## src/rtl/pcu_pkg.sv

```systemverilog
package pcu_pkg;
    localparam int unsigned DATA_W            = 64;
    localparam int unsigned HALF_W            = 32;
    localparam int unsigned IDX_W             = 5;
    localparam int unsigned COND_W            = 3;
    localparam int unsigned OPC_W             = 7;
    localparam int unsigned CH_W              = 3;
    localparam int unsigned LANES_PER_CLUSTER = 3;

    localparam logic [OPC_W-1:0] OPC_REL_NARROW  = 7'h20;
    localparam logic [OPC_W-1:0] OPC_REL_WIDE    = 7'h21;
    localparam logic [OPC_W-1:0] OPC_MASK_NARROW = 7'h22;
    localparam logic [OPC_W-1:0] OPC_MASK_WIDE   = 7'h23;

    localparam logic [COND_W-1:0] CC_ULT  = 3'd1;
    localparam logic [COND_W-1:0] CC_EQ   = 3'd2;
    localparam logic [COND_W-1:0] CC_ULE  = 3'd3;
    localparam logic [COND_W-1:0] CC_NEG  = 3'd4;
    localparam logic [COND_W-1:0] CC_SLT  = 3'd6;
    localparam logic [COND_W-1:0] CC_SLE  = 3'd7;

    typedef enum logic [1:0] {
        ST_QUIET   = 2'd0,
        ST_WRITE   = 2'd1,
        ST_ILLEGAL = 2'd2,
        ST_UNIMPL  = 2'd3
    } pcu_state_e;

    typedef enum logic [1:0] {
        K_NONE = 2'd0,
        K_REL  = 2'd1,
        K_MASK = 2'd2
    } cmp_kind_e;
endpackage

```

## src/rtl/pcu_decode.sv

```systemverilog
module pcu_decode
    import pcu_pkg::*;
#(
    parameter int unsigned OW     = OPC_W,
    parameter int unsigned CW     = CH_W,
    parameter int unsigned LANES  = LANES_PER_CLUSTER
) (
    input  logic [OW-1:0] opcode,
    input  logic [CW-1:0] channel,
    output cmp_kind_e     kind,
    output logic          narrow,
    output logic          lane_ok
);
    logic [31:0] lane_pos;

    always_comb begin
        lane_pos = 32'(channel) % LANES;
        lane_ok  = (lane_pos != LANES - 1);
        kind     = K_NONE;
        narrow   = 1'b0;
        unique case (opcode)
            OPC_REL_NARROW:  begin kind = K_REL;  narrow = 1'b1; end
            OPC_REL_WIDE:    begin kind = K_REL;  narrow = 1'b0; end
            OPC_MASK_NARROW: begin kind = K_MASK; narrow = 1'b1; end
            OPC_MASK_WIDE:   begin kind = K_MASK; narrow = 1'b0; end
            default:         begin kind = K_NONE; narrow = 1'b0; end
        endcase
    end
endmodule

```

## src/rtl/pcu_widen.sv

```systemverilog
module pcu_widen
    import pcu_pkg::*;
#(
    parameter int unsigned DW = DATA_W,
    parameter int unsigned HW = HALF_W
) (
    input  logic          narrow,
    input  logic [DW-1:0] raw,
    output logic [DW-1:0] wide
);
    localparam int unsigned PAD_W = DW - HW;

    always_comb begin
        if (narrow) wide = {{PAD_W{raw[HW-1]}}, raw[HW-1:0]};
        else        wide = raw;
    end
endmodule

```

## src/rtl/pcu_relcmp.sv

```systemverilog
module pcu_relcmp
    import pcu_pkg::*;
#(
    parameter int unsigned DW = DATA_W,
    parameter int unsigned CCW = COND_W
) (
    input  logic [DW-1:0]  a,
    input  logic [DW-1:0]  b,
    input  logic [CCW-1:0] cond,
    output logic           hit,
    output logic           code_ok
);
    logic eq, lt_u, lt_s;

    always_comb begin
        eq   = (a == b);
        lt_u = (a < b);
        lt_s = ($signed(a) < $signed(b));
        hit     = 1'b0;
        code_ok = 1'b1;
        unique case (cond)
            CC_ULT:  hit = lt_u;
            CC_EQ:   hit = eq;
            CC_ULE:  hit = lt_u | eq;
            CC_SLT:  hit = lt_s;
            CC_SLE:  hit = lt_s | eq;
            default: code_ok = 1'b0;
        endcase
    end
endmodule

```

## src/rtl/pcu_masktest.sv

```systemverilog
module pcu_masktest
    import pcu_pkg::*;
#(
    parameter int unsigned DW = DATA_W,
    parameter int unsigned CCW = COND_W
) (
    input  logic [DW-1:0]  a,
    input  logic [DW-1:0]  b,
    input  logic [CCW-1:0] cond,
    output logic           hit,
    output logic           code_ok
);
    logic [DW-1:0] prod;
    logic          is_zero, is_neg;

    always_comb begin
        prod    = a & b;
        is_zero = (prod == '0);
        is_neg  = prod[DW-1];
        hit     = 1'b0;
        code_ok = 1'b1;
        unique case (cond)
            CC_EQ:   hit = is_zero;
            CC_NEG:  hit = is_neg;
            CC_SLE:  hit = is_zero | is_neg;
            default: code_ok = 1'b0;
        endcase
    end
endmodule

```

## src/rtl/pred_cmp_unit.sv

```systemverilog
module pred_cmp_unit
    import pcu_pkg::*;
#(
    parameter int unsigned DW  = DATA_W,
    parameter int unsigned HW  = HALF_W,
    parameter int unsigned IW  = IDX_W,
    parameter int unsigned OW  = OPC_W,
    parameter int unsigned CW  = CH_W
) (
    input  logic          clk,
    input  logic          rst_n,
    input  logic          in_valid,
    input  logic [OW-1:0] opcode,
    input  logic [IW+COND_W-1:0] dst_field,
    input  logic [CW-1:0] channel,
    input  logic [DW-1:0] src_a,
    input  logic [DW-1:0] src_b,
    output logic          pred_we,
    output logic [IW-1:0] pred_idx,
    output logic          pred_val,
    output logic          illegal_op,
    output logic          unimpl_op
);
    localparam int unsigned FW = IW + COND_W;

    cmp_kind_e         kind;
    logic              narrow, lane_ok;
    logic [DW-1:0]     wa, wb;
    logic [COND_W-1:0] cond;
    logic              rel_hit, rel_ok, msk_hit, msk_ok;

    pcu_state_e        state_q, state_d;
    logic [IW-1:0]     idx_q, idx_d;
    logic              val_q, val_d;

    assign cond = dst_field[FW-1:IW];

    pcu_decode #(.OW(OW), .CW(CW), .LANES(LANES_PER_CLUSTER)) u_dec (
        .opcode (opcode),
        .channel(channel),
        .kind   (kind),
        .narrow (narrow),
        .lane_ok(lane_ok)
    );

    pcu_widen #(.DW(DW), .HW(HW)) u_wa (.narrow(narrow), .raw(src_a), .wide(wa));
    pcu_widen #(.DW(DW), .HW(HW)) u_wb (.narrow(narrow), .raw(src_b), .wide(wb));

    pcu_relcmp #(.DW(DW), .CCW(COND_W)) u_rel (
        .a(wa), .b(wb), .cond(cond), .hit(rel_hit), .code_ok(rel_ok)
    );

    pcu_masktest #(.DW(DW), .CCW(COND_W)) u_msk (
        .a(wa), .b(wb), .cond(cond), .hit(msk_hit), .code_ok(msk_ok)
    );

    // next-state selection
    always_comb begin
        state_d = ST_QUIET;
        idx_d   = '0;
        val_d   = 1'b0;
        if (in_valid && kind != K_NONE) begin
            if (!lane_ok) begin
                state_d = ST_UNIMPL;
            end else begin
                unique case (kind)
                    K_REL: begin
                        if (rel_ok) begin
                            state_d = ST_WRITE;
                            idx_d   = dst_field[IW-1:0];
                            val_d   = rel_hit;
                        end else begin
                            state_d = ST_UNIMPL;
                        end
                    end
                    K_MASK: begin
                        if (msk_ok) begin
                            state_d = ST_WRITE;
                            idx_d   = dst_field[IW-1:0];
                            val_d   = msk_hit;
                        end else begin
                            state_d = ST_ILLEGAL;
                        end
                    end
                    default: state_d = ST_QUIET;
                endcase
            end
        end
    end

    // state register
    always_ff @(posedge clk) begin
        if (!rst_n) begin
            state_q <= ST_QUIET;
            idx_q   <= '0;
            val_q   <= 1'b0;
        end else begin
            state_q <= state_d;
            idx_q   <= idx_d;
            val_q   <= val_d;
        end
    end

    // outputs from state
    always_comb begin
        pred_we    = 1'b0;
        pred_idx   = '0;
        pred_val   = 1'b0;
        illegal_op = 1'b0;
        unimpl_op  = 1'b0;
        unique case (state_q)
            ST_QUIET:   ;
            ST_WRITE:   begin pred_we = 1'b1; pred_idx = idx_q; pred_val = val_q; end
            ST_ILLEGAL: illegal_op = 1'b1;
            ST_UNIMPL:  unimpl_op  = 1'b1;
            default:    ;
        endcase
    end
endmodule

```

## config.mk

```make
export PLATFORM = sky130hd
export DESIGN_NAME = pred_cmp_unit
export DESIGN_NICKNAME = d
export VERILOG_FILES = /design/src/rtl/pcu_pkg.sv /design/src/rtl/pcu_decode.sv /design/src/rtl/pcu_widen.sv /design/src/rtl/pcu_relcmp.sv /design/src/rtl/pcu_masktest.sv /design/src/rtl/pred_cmp_unit.sv
export SDC_FILE = /design/constraint.sdc
export NUM_CORES = 1
export LEC_CHECK = 0
export BUFFER_PORTS_ARGS = -buffer_cell sky130_fd_sc_hd__buf_2
export CAP_MARGIN = 15
export CORE_MARGIN = 1
export CORE_UTILIZATION = 34
export CTS_CLUSTER_SIZE = 12
export DETAILED_ROUTE_END_ITERATION = 12
export GPL_TIMING_DRIVEN = 1
export PLACE_DENSITY = 0.67
export SYNTH_ARGS = -nofsm -noshare
export SYNTH_HDL_FRONTEND = slang
export SYNTH_HIERARCHICAL = 1
export SYNTH_SLANG_ARGS = --single-unit
```

## constraint.sdc

```tcl
create_clock -name clk -period 4.75 [get_ports clk]
set_input_delay 0.475 -clock clk [delete_from_list [all_inputs] [get_ports clk]]
set_output_delay 0.475 -clock clk [all_outputs]
set_load 0.01 [all_outputs]
```

==> impl_metrics.yaml <==
detailed_routing:
  drtPass1Iterations: 5
  drtAntennaViolNets: 0
  drc: 0
  post_drt_wl_per_cell_um: 16.07
  drt_first_iter_violations: 228
  vias_per_cell: 5.039
  vias: 3663
  route.final.wire_length_mm: 11.68
synth:
  syn-num-nets: 718
  synth.lib_cells_used.distinct: 50
  ys.flop_type: "sky130_fd_sc_hd__dfxtp_1"
  post_synth.cell_area_avg_um2: 8.391
  post_synth_inst_count: 497
  synth.yosys.seq_area_share_pct: 3.840
  synth_edf_count: 0
  synth_warnings: 6
  syn_area_um2: 4170
  async_flop_share_pct: 0
  ys_ff_latch: 8
worst_setup_path:
  cp_max_fo: 64
  critical_path.startpoint_type: "input pin"
  cp-startpoint: "opcode[3]"
  timing.critical_path.to_type: "register"
  critical_path_arrival_ns: 4.10
  cp_data_required_time_ns: 4.89
  worst-setup-path-type: "input pin to register"
finish:
  area.growth.synth_to_final_pct: 11.49
  final_common_cell: "sky130_fd_sc_hd__buf_2"
  finish.net_count: 803
  antenna_cells_inserted: 0
  drive_gt1_share_pct: 41.03
  final_core_utilization_pct: 38.87
  layout_common_cells: "157 x sky130_fd_sc_hd__buf_2, 75 x sky130_fd_sc_hd__inv_1, 72 x sky130_fd_sc_hd__ha_1"
global_routing:
  grt_pass1_vias: 3591
  wire_length_of_the_first_global_routing_pass_mm: 17.86
  track_usage_pct: 17.84
  grt_start_max_net_pins: 65
  overflow: 0
  number_of_antenna_violations_at_the_first_check_in_global_routing: 0
clock_tree:
  clkSlewWorstSetupHoldPaths_ns: 0.03
  cts.htree.levels: 1
  cts.hold.buffers_added: 0
  cts_buf_count: 3
  post_cts_resized: 0
  post_cts_buffers: 0
  clock_tree.root_cell: "sky130_fd_sc_hd__clkbuf_16"
  cts_tree: "done"
  cts_max_path_buffers: 2
  cts.sinks: 8
timing:
  tns_ns: 0
  final_count_of_negative_setup_slack_endpoints: 0
  fmax_achieved_ghz: 0.2525
  maxSlewHeadroom_pct: 54.87
  finalCritPeriodShare_pct: 83.37
  rsz0062_at_grt: "no"
  drv_slew: 0
  max_slew.worst_pin.slew_ns: 0.6769
  hold_violations: 0
  finalWorstPathRequiredPeriod_ns: 3.960
  hold_slack_ns: 0.4982
floorplan:
  fp.dieArea_um2: 12710
  core-area_um2: 11960
  die_height_um: 112.8
  width_of_the_die_um: 112.8
  floorplan.rows: 40
  pin_count: 158
  initial_core_util_pct: 34.86
hold_path:
  hp-class: "input pin to register"
  worstHoldStart: "dst_field[0]"
job:
  max-cap-violations: 0
power:
  p_leak_uw: 0.002469
  highest_ir_drop_seen_on_vdd_v: 0.00009109
  pwr_density_cell_nw_per_um2: 114.5
run_status:
  outcome: "completed"
place:
  placement.io_buffers: 157
  post-dp-hpwl_mm: 10.27
  gp_routability_congestion: 0.8667
-- final cells by class --
type | instances | area [um^2]
Fill cell | 1225 | 7312
Multi-Input combinational cell | 336 | 3143
Timing Repair Buffer | 158 | 805.8
Inverter | 75 | 281.5
Tap cell | 147 | 183.9
Sequential cell | 8 | 160.2
Clock buffer | 3 | 75.07
-- synthesized netlist by cell type, drive strengths merged, types with 5 or more instances --
cell type | n | area, um^2
nor3 | 5 | 25.02
a22oi | 15 | 117.6
nor2 | 13 | 48.80
inv | 75 | 281.5
nor2b | 5 | 31.28
and2 | 7 | 43.79
ha | 72 | 900.9
nand3 | 10 | 60.06
a221oi | 11 | 108.9
a211oi | 6 | 50.05
buf | 72 | 570.6
nand2b | 5 | 38.78
dfxtp | 8 | 160.2
o21ai | 14 | 70.07
a21oi | 25 | 125.1
a22o | 8 | 70.07
nand4 | 20 | 131.4
nand2 | 28 | 105.1
mux2 | 64 | 945.9
clkbuf | 6 | 22.52
-- cell families after synthesis --
kind of cell	after synthesis	synth area share [%]
buffers and inverters	153	20.97
multiplexers	64	22.68
adder cells (fa/ha/maj)	72	21.60
other	1	0.08992
XOR/XNOR	3	0.6302
AND/OR/NAND/NOR	106	14.79
AO/OA/AOI/OAI	90	15.39
flip-flops	8	3.840
-- power by group --
group | switching (uW) | leakage (uW) | total [uW] | internal (uW)
sequential | 0.00251 | 0.0000644 | 67.6 | 67.6
combinational | 166 | 0.00237 | 330 | 164
clock | 27.1 | 0.0000370 | 135 | 108
total | 193 | 0.00247 | 532 | 339
-- per-stage QoR --
stage / cell area [um^2] / power, uW / worst slack (ns) / std cells
floorplan: 4170 / 310.0 / 1.179 / 497
global placement: 4574 / 392.7 / 0.6261 / 724
detailed placement: 4574 / 397.1 / 0.5301 / 724
CTS: 4649 / 534.5 / 0.7574 / 727
global route: 4649 / 575.8 / 0.4866 / 727
finish: 4649 / 532.4 / 0.7901 / 727
-- worst max-delay path: stages --
cell and delay [ns]:
sky130_fd_sc_hd__buf_2 0.10, sky130_fd_sc_hd__nor3_1 0.17, sky130_fd_sc_hd__nand3b_1 0.17, sky130_fd_sc_hd__nor2_4 0.14
sky130_fd_sc_hd__buf_12 0.38, sky130_fd_sc_hd__mux2_2 0.43, sky130_fd_sc_hd__ha_1 0.36, sky130_fd_sc_hd__nand4_2 0.18
sky130_fd_sc_hd__nor4_4 0.37, sky130_fd_sc_hd__nand3_2 0.14, sky130_fd_sc_hd__nor4_2 0.27, sky130_fd_sc_hd__o41ai_1 0.14
sky130_fd_sc_hd__nand3_2 0.11, sky130_fd_sc_hd__xor2_1 0.14, sky130_fd_sc_hd__a311o_1 0.21, sky130_fd_sc_hd__nand3_1 0.08
sky130_fd_sc_hd__a211oi_1 0.19
-- worst paths after layout --
kind                         endpoint  slack [ns]  cells past startpoint
hold / removal    idx_q[0]$_SDFF_PN0_        0.50                      3
setup / recovery     val_q$_SDFF_PN0_        0.79                     17
-- routing by layer --
metal  up-vias  wire, um  GRT usage [%]  part of all wire (%)
li1       1879         -              -                     -
met1      1660      5451          24.51                    47
met2       112      5437          30.86                    47
met3        12       644          1.446                   5.5
met4         0       149          2.756                   1.3
met5         -         0              0                     0
-- state kept, by name, indices dropped and copies added (netlist names) --
signal   count
state_q      2
idx_q        5
val_q        1
(Power assumes the default switching activity.)
